===== src/rtl/ir_tx_pkg.sv =====
package ir_tx_pkg;

    typedef enum logic [0:0] {
        LC_OFF = 1'b0,
        LC_RUN = 1'b1
    } lc_state_t;

    typedef enum logic [1:0] {
        CR_OFF  = 2'd0,
        CR_HIGH = 2'd1,
        CR_LOW  = 2'd2
    } cr_state_t;

endpackage


===== src/rtl/ir_tick_prescaler.sv =====
module ir_tick_prescaler #(
    parameter int SEL_W = 4
) (
    input  logic             clk,
    input  logic             rst_n,
    input  logic             active,
    input  logic [SEL_W-1:0] sel,
    output logic             tick
);
    localparam int NCODES = 1 << SEL_W;
    localparam int DIV_W  = NCODES - 2;

    logic [DIV_W-1:0]  div_q;
    logic [NCODES-1:0] hit;

    // Free-running phase counter, restarted whenever operation stops
    always_ff @(posedge clk or negedge rst_n) begin
        if (!rst_n)       div_q <= '0;
        else if (!active) div_q <= '0;
        else              div_q <= div_q + 1'b1;
    end

    // One match term per code; the top code is reserved and never matches
    for (genvar k = 0; k < NCODES; k++) begin : g_hit
        if (k == 0) begin : g_every
            assign hit[k] = 1'b1;
        end else if (k == NCODES - 1) begin : g_rsv
            assign hit[k] = 1'b0;
        end else begin : g_pow
            assign hit[k] = &div_q[k-1:0];
        end
    end

    assign tick = active & hit[sel];

endmodule


===== src/rtl/ir_len_counter.sv =====
module ir_len_counter
    import ir_tx_pkg::*;
#(
    parameter int LEN_W = 8
) (
    input  logic             clk,
    input  logic             rst_n,
    input  logic             active,
    input  logic             tick,
    input  logic             len_wr,
    input  logic [LEN_W-1:0] len_val,
    input  logic             irq_clr,
    output logic [LEN_W-1:0] cnt_o,
    output logic             flag_o,
    output logic             running_o
);
    lc_state_t        state_q, state_d;
    logic [LEN_W-1:0] len_q, cnt_q;
    logic             pend_q, flag_q;
    logic             underflow;

    // Next-state logic
    always_comb begin
        state_d = state_q;
        unique case (state_q)
            LC_OFF:  if (active)  state_d = LC_RUN;
            LC_RUN:  if (!active) state_d = LC_OFF;
            default: state_d = LC_OFF;
        endcase
    end

    // State register
    always_ff @(posedge clk or negedge rst_n) begin
        if (!rst_n) state_q <= LC_OFF;
        else        state_q <= state_d;
    end

    assign underflow = (state_q == LC_RUN) && active && tick && !pend_q
                       && (cnt_q == '0);

    // Datapath and outputs
    always_ff @(posedge clk or negedge rst_n) begin
        if (!rst_n) begin
            len_q  <= '0;
            cnt_q  <= '0;
            pend_q <= 1'b0;
            flag_q <= 1'b0;
        end else begin
            if (len_wr) len_q <= len_val;
            if (!active) begin
                cnt_q  <= '0;
                pend_q <= 1'b0;
            end else if (state_q == LC_OFF) begin
                cnt_q  <= len_q;
                pend_q <= len_wr;
            end else begin
                if (tick) begin
                    if (pend_q || cnt_q == '0) cnt_q <= len_q;
                    else                       cnt_q <= cnt_q - 1'b1;
                end
                pend_q <= len_wr | (pend_q & ~tick);
            end
            flag_q <= underflow | (flag_q & ~irq_clr);
        end
    end

    assign cnt_o     = cnt_q;
    assign flag_o    = flag_q;
    assign running_o = (state_q == LC_RUN);


    hold_chk: assert property (@(posedge clk) disable iff (!rst_n)
        (running_o && active && !tick) |=> $stable(cnt_o));

    uflow_reload_chk: assert property (@(posedge clk) disable iff (!rst_n)
        underflow |=> (cnt_o == $past(len_q)));

    uflow_flag_chk: assert property (@(posedge clk) disable iff (!rst_n)
        underflow |=> flag_o);

    off_clear_chk: assert property (@(posedge clk) disable iff (!rst_n)
        !active |=> (cnt_o == '0));

endmodule


===== src/rtl/ir_carrier_gen.sv =====
module ir_carrier_gen
    import ir_tx_pkg::*;
#(
    parameter int CW = 8
) (
    input  logic          clk,
    input  logic          rst_n,
    input  logic          active,
    input  logic [CW-1:0] hi_len,
    input  logic [CW-1:0] lo_len,
    output logic          high_o
);
    cr_state_t     state_q, state_d;
    logic [CW-1:0] cnt_q;

    always_comb begin
        state_d = state_q;
        unique case (state_q)
            CR_OFF:  if (active) state_d = CR_HIGH;
            CR_HIGH: begin
                if (!active)              state_d = CR_OFF;
                else if (cnt_q == hi_len) state_d = CR_LOW;
            end
            CR_LOW: begin
                if (!active)              state_d = CR_OFF;
                else if (cnt_q == lo_len) state_d = CR_HIGH;
            end
            default: state_d = CR_OFF;
        endcase
    end

    always_ff @(posedge clk or negedge rst_n) begin
        if (!rst_n) state_q <= CR_OFF;
        else        state_q <= state_d;
    end

    always_ff @(posedge clk or negedge rst_n) begin
        if (!rst_n)                                       cnt_q <= '0;
        else if (state_d == state_q && state_q != CR_OFF) cnt_q <= cnt_q + 1'b1;
        else                                              cnt_q <= '0;
    end

    assign high_o = (state_q == CR_HIGH);


    phase_len_chk: assert property (@(posedge clk) disable iff (!rst_n || !active)
        (state_q == CR_HIGH) |-> (cnt_q <= hi_len));

endmodule


===== src/rtl/ir_tx_timer.sv =====
module ir_tx_timer (
    input  logic       clk,
    input  logic       rst_n,
    input  logic       enable,
    input  logic       rx_mode,
    input  logic [3:0] tick_sel,
    input  logic [7:0] car_high,
    input  logic [7:0] car_low,
    input  logic       data_bit,
    input  logic       len_wr,
    input  logic [7:0] len_val,
    input  logic       irq_en,
    input  logic       irq_clr,
    output logic       ir_out,
    output logic       irq,
    output logic       irq_flag,
    output logic [7:0] cnt_val
);
    localparam int SEL_W = 4;
    localparam int LEN_W = 8;
    localparam int CW    = 8;

    logic active, tick, car_on, flag, running;

    assign active = enable & ~rx_mode;

    ir_tick_prescaler #(.SEL_W(SEL_W)) u_pre (
        .clk(clk), .rst_n(rst_n), .active(active), .sel(tick_sel), .tick(tick)
    );

    ir_len_counter #(.LEN_W(LEN_W)) u_cnt (
        .clk(clk), .rst_n(rst_n), .active(active), .tick(tick),
        .len_wr(len_wr), .len_val(len_val), .irq_clr(irq_clr),
        .cnt_o(cnt_val), .flag_o(flag), .running_o(running)
    );

    ir_carrier_gen #(.CW(CW)) u_car (
        .clk(clk), .rst_n(rst_n), .active(active),
        .hi_len(car_high), .lo_len(car_low), .high_o(car_on)
    );

    assign ir_out   = active & car_on & data_bit;
    assign irq_flag = flag;
    assign irq      = flag & irq_en;


    rsv_freeze_chk: assert property (@(posedge clk) disable iff (!rst_n || !active)
        ((&tick_sel) && running) |=> $stable(cnt_val));

endmodule


===== config.mk =====
export PLATFORM = sky130hd
export DESIGN_NAME = ir_tx_timer
export DESIGN_NICKNAME = d
export VERILOG_FILES = /design/src/rtl/ir_tx_pkg.sv /design/src/rtl/ir_tick_prescaler.sv /design/src/rtl/ir_len_counter.sv /design/src/rtl/ir_carrier_gen.sv /design/src/rtl/ir_tx_timer.sv
export SDC_FILE = /design/constraint.sdc
export NUM_CORES = 1
export LEC_CHECK = 0
export BUFFER_PORTS_ARGS = -buffer_cell sky130_fd_sc_hd__buf_2
export CAP_MARGIN = 20
export CORE_ASPECT_RATIO = 0.75
export CORE_MARGIN = 2
export CORE_UTILIZATION = 56
export CTS_CLUSTER_DIAMETER = 150
export CTS_CLUSTER_SIZE = 8
export DETAILED_ROUTE_END_ITERATION = 16
export HOLD_SLACK_MARGIN = 0.08
export PLACE_DENSITY = 0.83
export SLEW_MARGIN = 20
export SYNTH_ARGS = -nofsm -noshare
export SYNTH_HDL_FRONTEND = slang
export SYNTH_SLANG_ARGS = --single-unit

===== constraint.sdc =====
create_clock -name clk -period 2.65 [get_ports clk]
set_input_delay 0 -clock clk [delete_from_list [all_inputs] [get_ports clk]]
set_output_delay 0 -clock clk [all_outputs]
set_load 0.01 [all_outputs]

# Word-level counts from Yosys, hierarchy flattened
# Cells that the tools add are included.
[word_totals]
inputBits = 36
register_bits = 43
output_inout_bits = 11
word_cells = 70
[op_classes]
bitwise = 12
order_cmp = 1
muxes = 17
reduce_logical = 23
n_eq_ne = 6
n_addsub = 3
[op_table]
columns = ["operator", "count"]
rows = [
  ["$mux 8", 5],
  ["$eq 8x8->1", 2],
  ["$add 14x1->14 const B", 1],
  ["$mux 14", 1],
  ["$reduce_and 14->1", 1],
  ["$reduce_and 13->1", 1],
  ["$reduce_and 12->1", 1],
  ["$reduce_and 11->1", 1],
  ["$mux 2", 5],
  ["$reduce_and 10->1", 1],
  ["$reduce_and 9->1", 1],
  ["$add 8x1->8 const B", 1],
  ["$logic_not 8->1", 1],
  ["$reduce_and 8->1", 1],
  ["$sub 8x1->8 const B", 1],
  ["$and 1x1->1", 7],
  ["$reduce_and 7->1", 1],
  ["$pmux 2 s3", 1],
  ["$reduce_and 6->1", 1],
  ["$logic_and 1x1->1", 5],
  ["$lt 4x5->1 const B", 1],
  ["$reduce_and 5->1", 1],
  ["$bmux 1 s4", 1],
  ["$mux 1", 4],
  ["other kinds (13)", 16],
]

# Longest topological paths before layout
[logic_depth]
word_depth = 9
mapped_depth = 10
depth_no_buf = 10

# Hierarchy
# From an unflattened synthesis, not the netlist that was laid out.
[unflattened]
cells_unflattened = 252
hier_area_um2 = 2526.2
[by_module_without_submodules]
columns = ["mod", "n_inst", "cells_each", "seq_area_each_um2", "area_per_inst_um2"]
rows = [
  ["ir_len_counter", 1, 98, 475.5, 1017.2],
  ["ir_tick_prescaler", 1, 87, 350.3, 833.3],
  ["ir_carrier_gen", 1, 64, 250.2, 650.6],
  ["ir_tx_timer", 1, 3, 0.0, 25.0],
]

# Worst setup path before layout
# No wires, ideal clock.
[synth_path]
path_kind = "reg-to-reg"
startpoint = "reg u_pre.div_q[0]"
endpoint = "reg u_cnt.cnt_q[2] (netlist: u_cnt.cnt_o[2])"
stages_incl_launch_ff = 9
required_ns = 2.528
path_buffers = 0
setup_ns = 0.122
arrival_ns = 1.866
path_slack_ns = 0.662
period_less_slack_ns = 1.988
path_cell_list = "dfrtp_1 ha_1 nand4_2 nor2_4 ha_1 a211oi_2 o2111a_1 nor2_4 a32o_1"
[synth_via]
elab_chain_len = 5
word_cells_on_any_way = 17
classes_between = "eq/ne (1); mux (2); bitwise (1); reduce/logical (13)"
[synth_lines]
columns = ["element", "line", "rtl"]
rows = [
  ["start: declaration", "ir_tick_prescaler.sv:13", "logic [DIV_W-1:0] div_q;"],
  ["start signal: assignment", "ir_tick_prescaler.sv:20", "else div_q <= div_q + 1'b1;"],
  ["$reduce_and 14->1 (tied with other cells)", "ir_tick_prescaler.sv:30", "assign hit[k] = &div_q[k-1:0];"],
  ["$bmux 1 s4 (*)", "ir_tick_prescaler.sv:34", "assign tick = active & hit[sel];"],
  ["$mux 1 (not written as such) (*)", "ir_tick_prescaler.sv:34", ""],
  ["$and 1x1->1 (*)", "ir_tick_prescaler.sv:34", ""],
  ["$ne 3x2->1 (no source line) (*)", "--", ""],
  ["end signal: assignment", "ir_len_counter.sv:54", "cnt_q <= len_q;"],
  ["end signal: assignment", "ir_len_counter.sv:58", "if (pend_q || cnt_q == '0) cnt_q <= len_q;"],
  ["end signal: assignment", "ir_len_counter.sv:59", "else cnt_q <= cnt_q - 1'b1;"],
  ["end: declaration", "ir_len_counter.sv:18", "logic [LEN_W-1:0] len_q, cnt_q;"],
]
# Mark *: on every way between the ends. The rest lies on a longest branch, timed or not. The select of a mux whose other input is x is not followed.
# A chain may end at the register's enable or synchronous reset.

# Worst setup path after layout
[layout_path]
startpoint = "reg u_pre.div_q[0]"
endpoint = "reg u_cnt.cnt_q[0] (netlist: u_cnt.cnt_o[0])"
# The elaborated chain is that of the path after synthesis.

==> flow_metrics.tcl <==
set metrics [dict create \
    drc 0 \
    power.share.sequential 0.518 \
    viasPerCell 5.66 \
    dr.pass1.iters 4 \
    areaGrowthSynthToFinish_pct 18.0 \
    hold_violations 0 \
    grt_usage 0.228 \
    placed_area_sq_um 2810 \
    worstSkewPairLatency_ns 0.30 \
    grt_pass1_wl_um 9060 \
    core_area_sq_um 4410 \
    relSlewSlack 0.387 \
    grt_pass1_vias 1934 \
    switching_share 0.274 \
    fin_crit_ns 2.23 \
    portBuffers 46 \
    placed_cells 350 \
    synth_top_family_by_area "simple AND/OR/NAND/NOR gates" \
    tightest_slew_ns 0.919 \
    synthesis.area_sq_um 2550 \
    die_x_um 81.9 \
    finalMaxSlewViolations 0 \
    tritoncts "done" \
    worstSetupPathType "reg -> reg" \
    power.density_nw_per_um2 454 \
    p_leak_nw 1.37 \
    grt-busiest-layer "met1" \
    synthXorXnorAreaFrac 0.106 \
    dp_hpwl_um 4020 \
    start_kind "flop" \
    ys_ff_latch 43 \
    grt_use_met3 0.0650 \
    arrival_ns 2.43 \
    final_cell_mix "buf_2, dfrtp_1, nor2_1, xnor2_1, nand3_1" \
    timing.hold.ws_ns 0.111 \
    synthesis.nets 297 \
    num_vias 2082 \
    netlist_instances 254 \
    drive_above_1_share 0.244 \
    min_path_type "in -> reg" \
    intPower_mw 0.990 \
    htree_levels 2 \
    clock_skew_ns 0.00722 \
    cts_root_buf "clkbuf_8" \
    synth-edff-count 0 \
    final_area_sq_um 3010 \
    io_pins 47 \
    ys.flop_type "dfrtp_1" \
    dpl_worst_slack_ns 0.453 \
    yosys_warnings 0 \
    fp-row-count 21 \
    fin_total_pwr_mw 1.36 \
    crit_path_end_kind "flop" \
    overflow 0 \
    nets 354 \
    drt-total-wl_um 5440 \
    drtIter0Drc 144 \
    synth_compound_area_frac 0.138 \
    reg2reg_depth 8 \
    worstPathRequired_ns 2.85 \
    antenna_found_initial 0 \
    outcome "finished clean" \
    finalSetupViolCount 0 \
    vdd_ir_drop_max_mv 0.358 \
    synthArstFlopShare 1.00 \
    synth.area.mux_share 0.0432 \
    ant_nets 0 \
    grt_max_degree 44 \
    wire_per_inst_um 14.8 \
    utilization 0.681 \
    hold_path_depth 3 \
    place.gp.congestion 0.875 \
    drv_cap 0 \
    synthAdderAreaFrac 0.0343 \
    period_share 0.840 \
    max_freq_mhz 449 \
    p_clk_frac 0.314 \
    path_max_fanout 7 \
    ys_seq_area_frac 0.422 \
    fin_cells 368 \
    fp.dieH_um 62.4 \
    diodes 0 \
    cts_buffers 5 \
    ys_types 47 \
    grtUsageMet1 0.344 \
    setup_slack_ns 0.424 \
    avgSynthCellArea_sq_um 10.0 \
    rsz0062_at_grt "false" \
    floorplan.initialDensity 0.578 \
    pwr-share-comb 0.168 \
    path_clk_slew_ns 0.08 \
    dieArea_sq_um 5120 \
    switchingPower_mw 0.374 \
    fin_tns_setup_ns 0 \
    final_common_cell "buf_2" \
    clock_path_buffers 2 \
    clock-sinks 43 \
    grt_util_met2 0.331 \
    synth_simple_gate_area_frac 0.220 \
]
-- cells by family (layout without fill, tap and decap cells) --
kind of cell | Yosys count | in the layout
and+or+nand+nor | 101 | 101
AOI/OAI and AO/OA | 43 | 43
DFF | 43 | 43
xor gates and xnor gates | 31 | 31
buffers and inverters | 19 | 76
muxes | 10 | 10
adders and majority gates | 7 | 7
-- what timing repair did --
item	CTS	global route
gates resized for setup	0	0
buffers inserted	0	0
hold buffers	11	0
hold endpoints to repair	53	0
-- flip-flops by register name, summed over array words and instances, names as in the netlist --
signal	flops
u_cnt.cnt_o	8
u_cnt.pend_q	1
u_car.state_q	2
u_cnt.running_o	1
u_pre.div_q	14
u_car.cnt_q	8
u_cnt.len_q	8
u_cnt.flag_o	1
-- worst max-delay path, cell delays in order (launching register included) --
cell	delay, ns
dfrtp_1	0.43
ha_1	0.27
nand4_2	0.12
nor2_4	0.07
ha_1	0.19
a211oi_2	0.35
o2111a_1	0.35
nor2_4	0.10
a221oi_2	0.25
-- cells in the mapped netlist (2+ instances only) --
master / number / area (sq um)
and4_1: 2 / 17.5
mux2i_1: 2 / 20.0
clkbuf_1: 5 / 18.8
o211ai_1: 2 / 15.0
a32o_1: 6 / 60.1
mux2_2: 8 / 90.1
nand2_1: 14 / 52.6
nor3_1: 4 / 20.0
and3_1: 4 / 25.0
nor2_4: 2 / 22.5
xor2_1: 9 / 78.8
ha_1: 7 / 87.6
buf_6: 2 / 22.5
o21ai_0: 8 / 40.0
nand3b_1: 2 / 15.0
nand4_1: 4 / 25.0
nand3_1: 17 / 85.1
xnor2_1: 22 / 193
dfrtp_1: 43 / 1080
and2_1: 5 / 31.3
a21oi_1: 13 / 65.1
inv_1: 11 / 41.3
nor2_1: 32 / 120
o31ai_1: 2 / 15.0
nor4_1: 3 / 18.8
nand2b_1: 3 / 18.8
a21o_1: 2 / 15.0
-- power groups by stage --
stage	clock network, mW	registers [mW]	logic [mW]
3_5_place_dp	0	0.719	0.216
3_3_place_gp	0	0.717	0.209
2_1_floorplan	0	0.717	0.136
4_1_cts	0.434	0.706	0.229
6_report	0.429	0.707	0.229
5_1_grt	0.466	0.711	0.255
-- path summary, 6_finish.rpt --
| check | startpoint | end | slack (ns) |
|---|---|---|---|
| min in group asynchronous | rst_n | u_pre.div_q[7] | 0.38 |
| worst min register to register | u_cnt.len_q[2] | u_cnt.len_q[2] | 0.51 |
| worst max register to register | u_pre.div_q[0] | u_cnt.cnt_o[0] | 0.42 |
| worst min-delay path | tick_sel[3] | u_cnt.flag_o | 0.11 |
| max in group asynchronous | rst_n | u_car.cnt_q[2] | 1.70 |
| worst max-delay path | u_pre.div_q[0] | u_cnt.cnt_o[0] | 0.42 |
-- metal layers --
layer  vias to the layer above  share of wire
met2                        79           0.44
li1                       1018              -
met3                         7          0.065
met1                       978           0.48
met5                         -              0
met4                         0          0.011
-- area by class of cell --
cell class | count | area (sq um)
fillers | 353 | 1410
multi-input cells | 192 | 1380
flip-flops and latches | 43 | 1080
repair buffers | 58 | 348
clock buffers | 6 | 82.6
well taps | 57 | 71.3
inverters | 11 | 41.3
clock inverters | 1 | 5.00
Power figures use the tool's default switching activity.
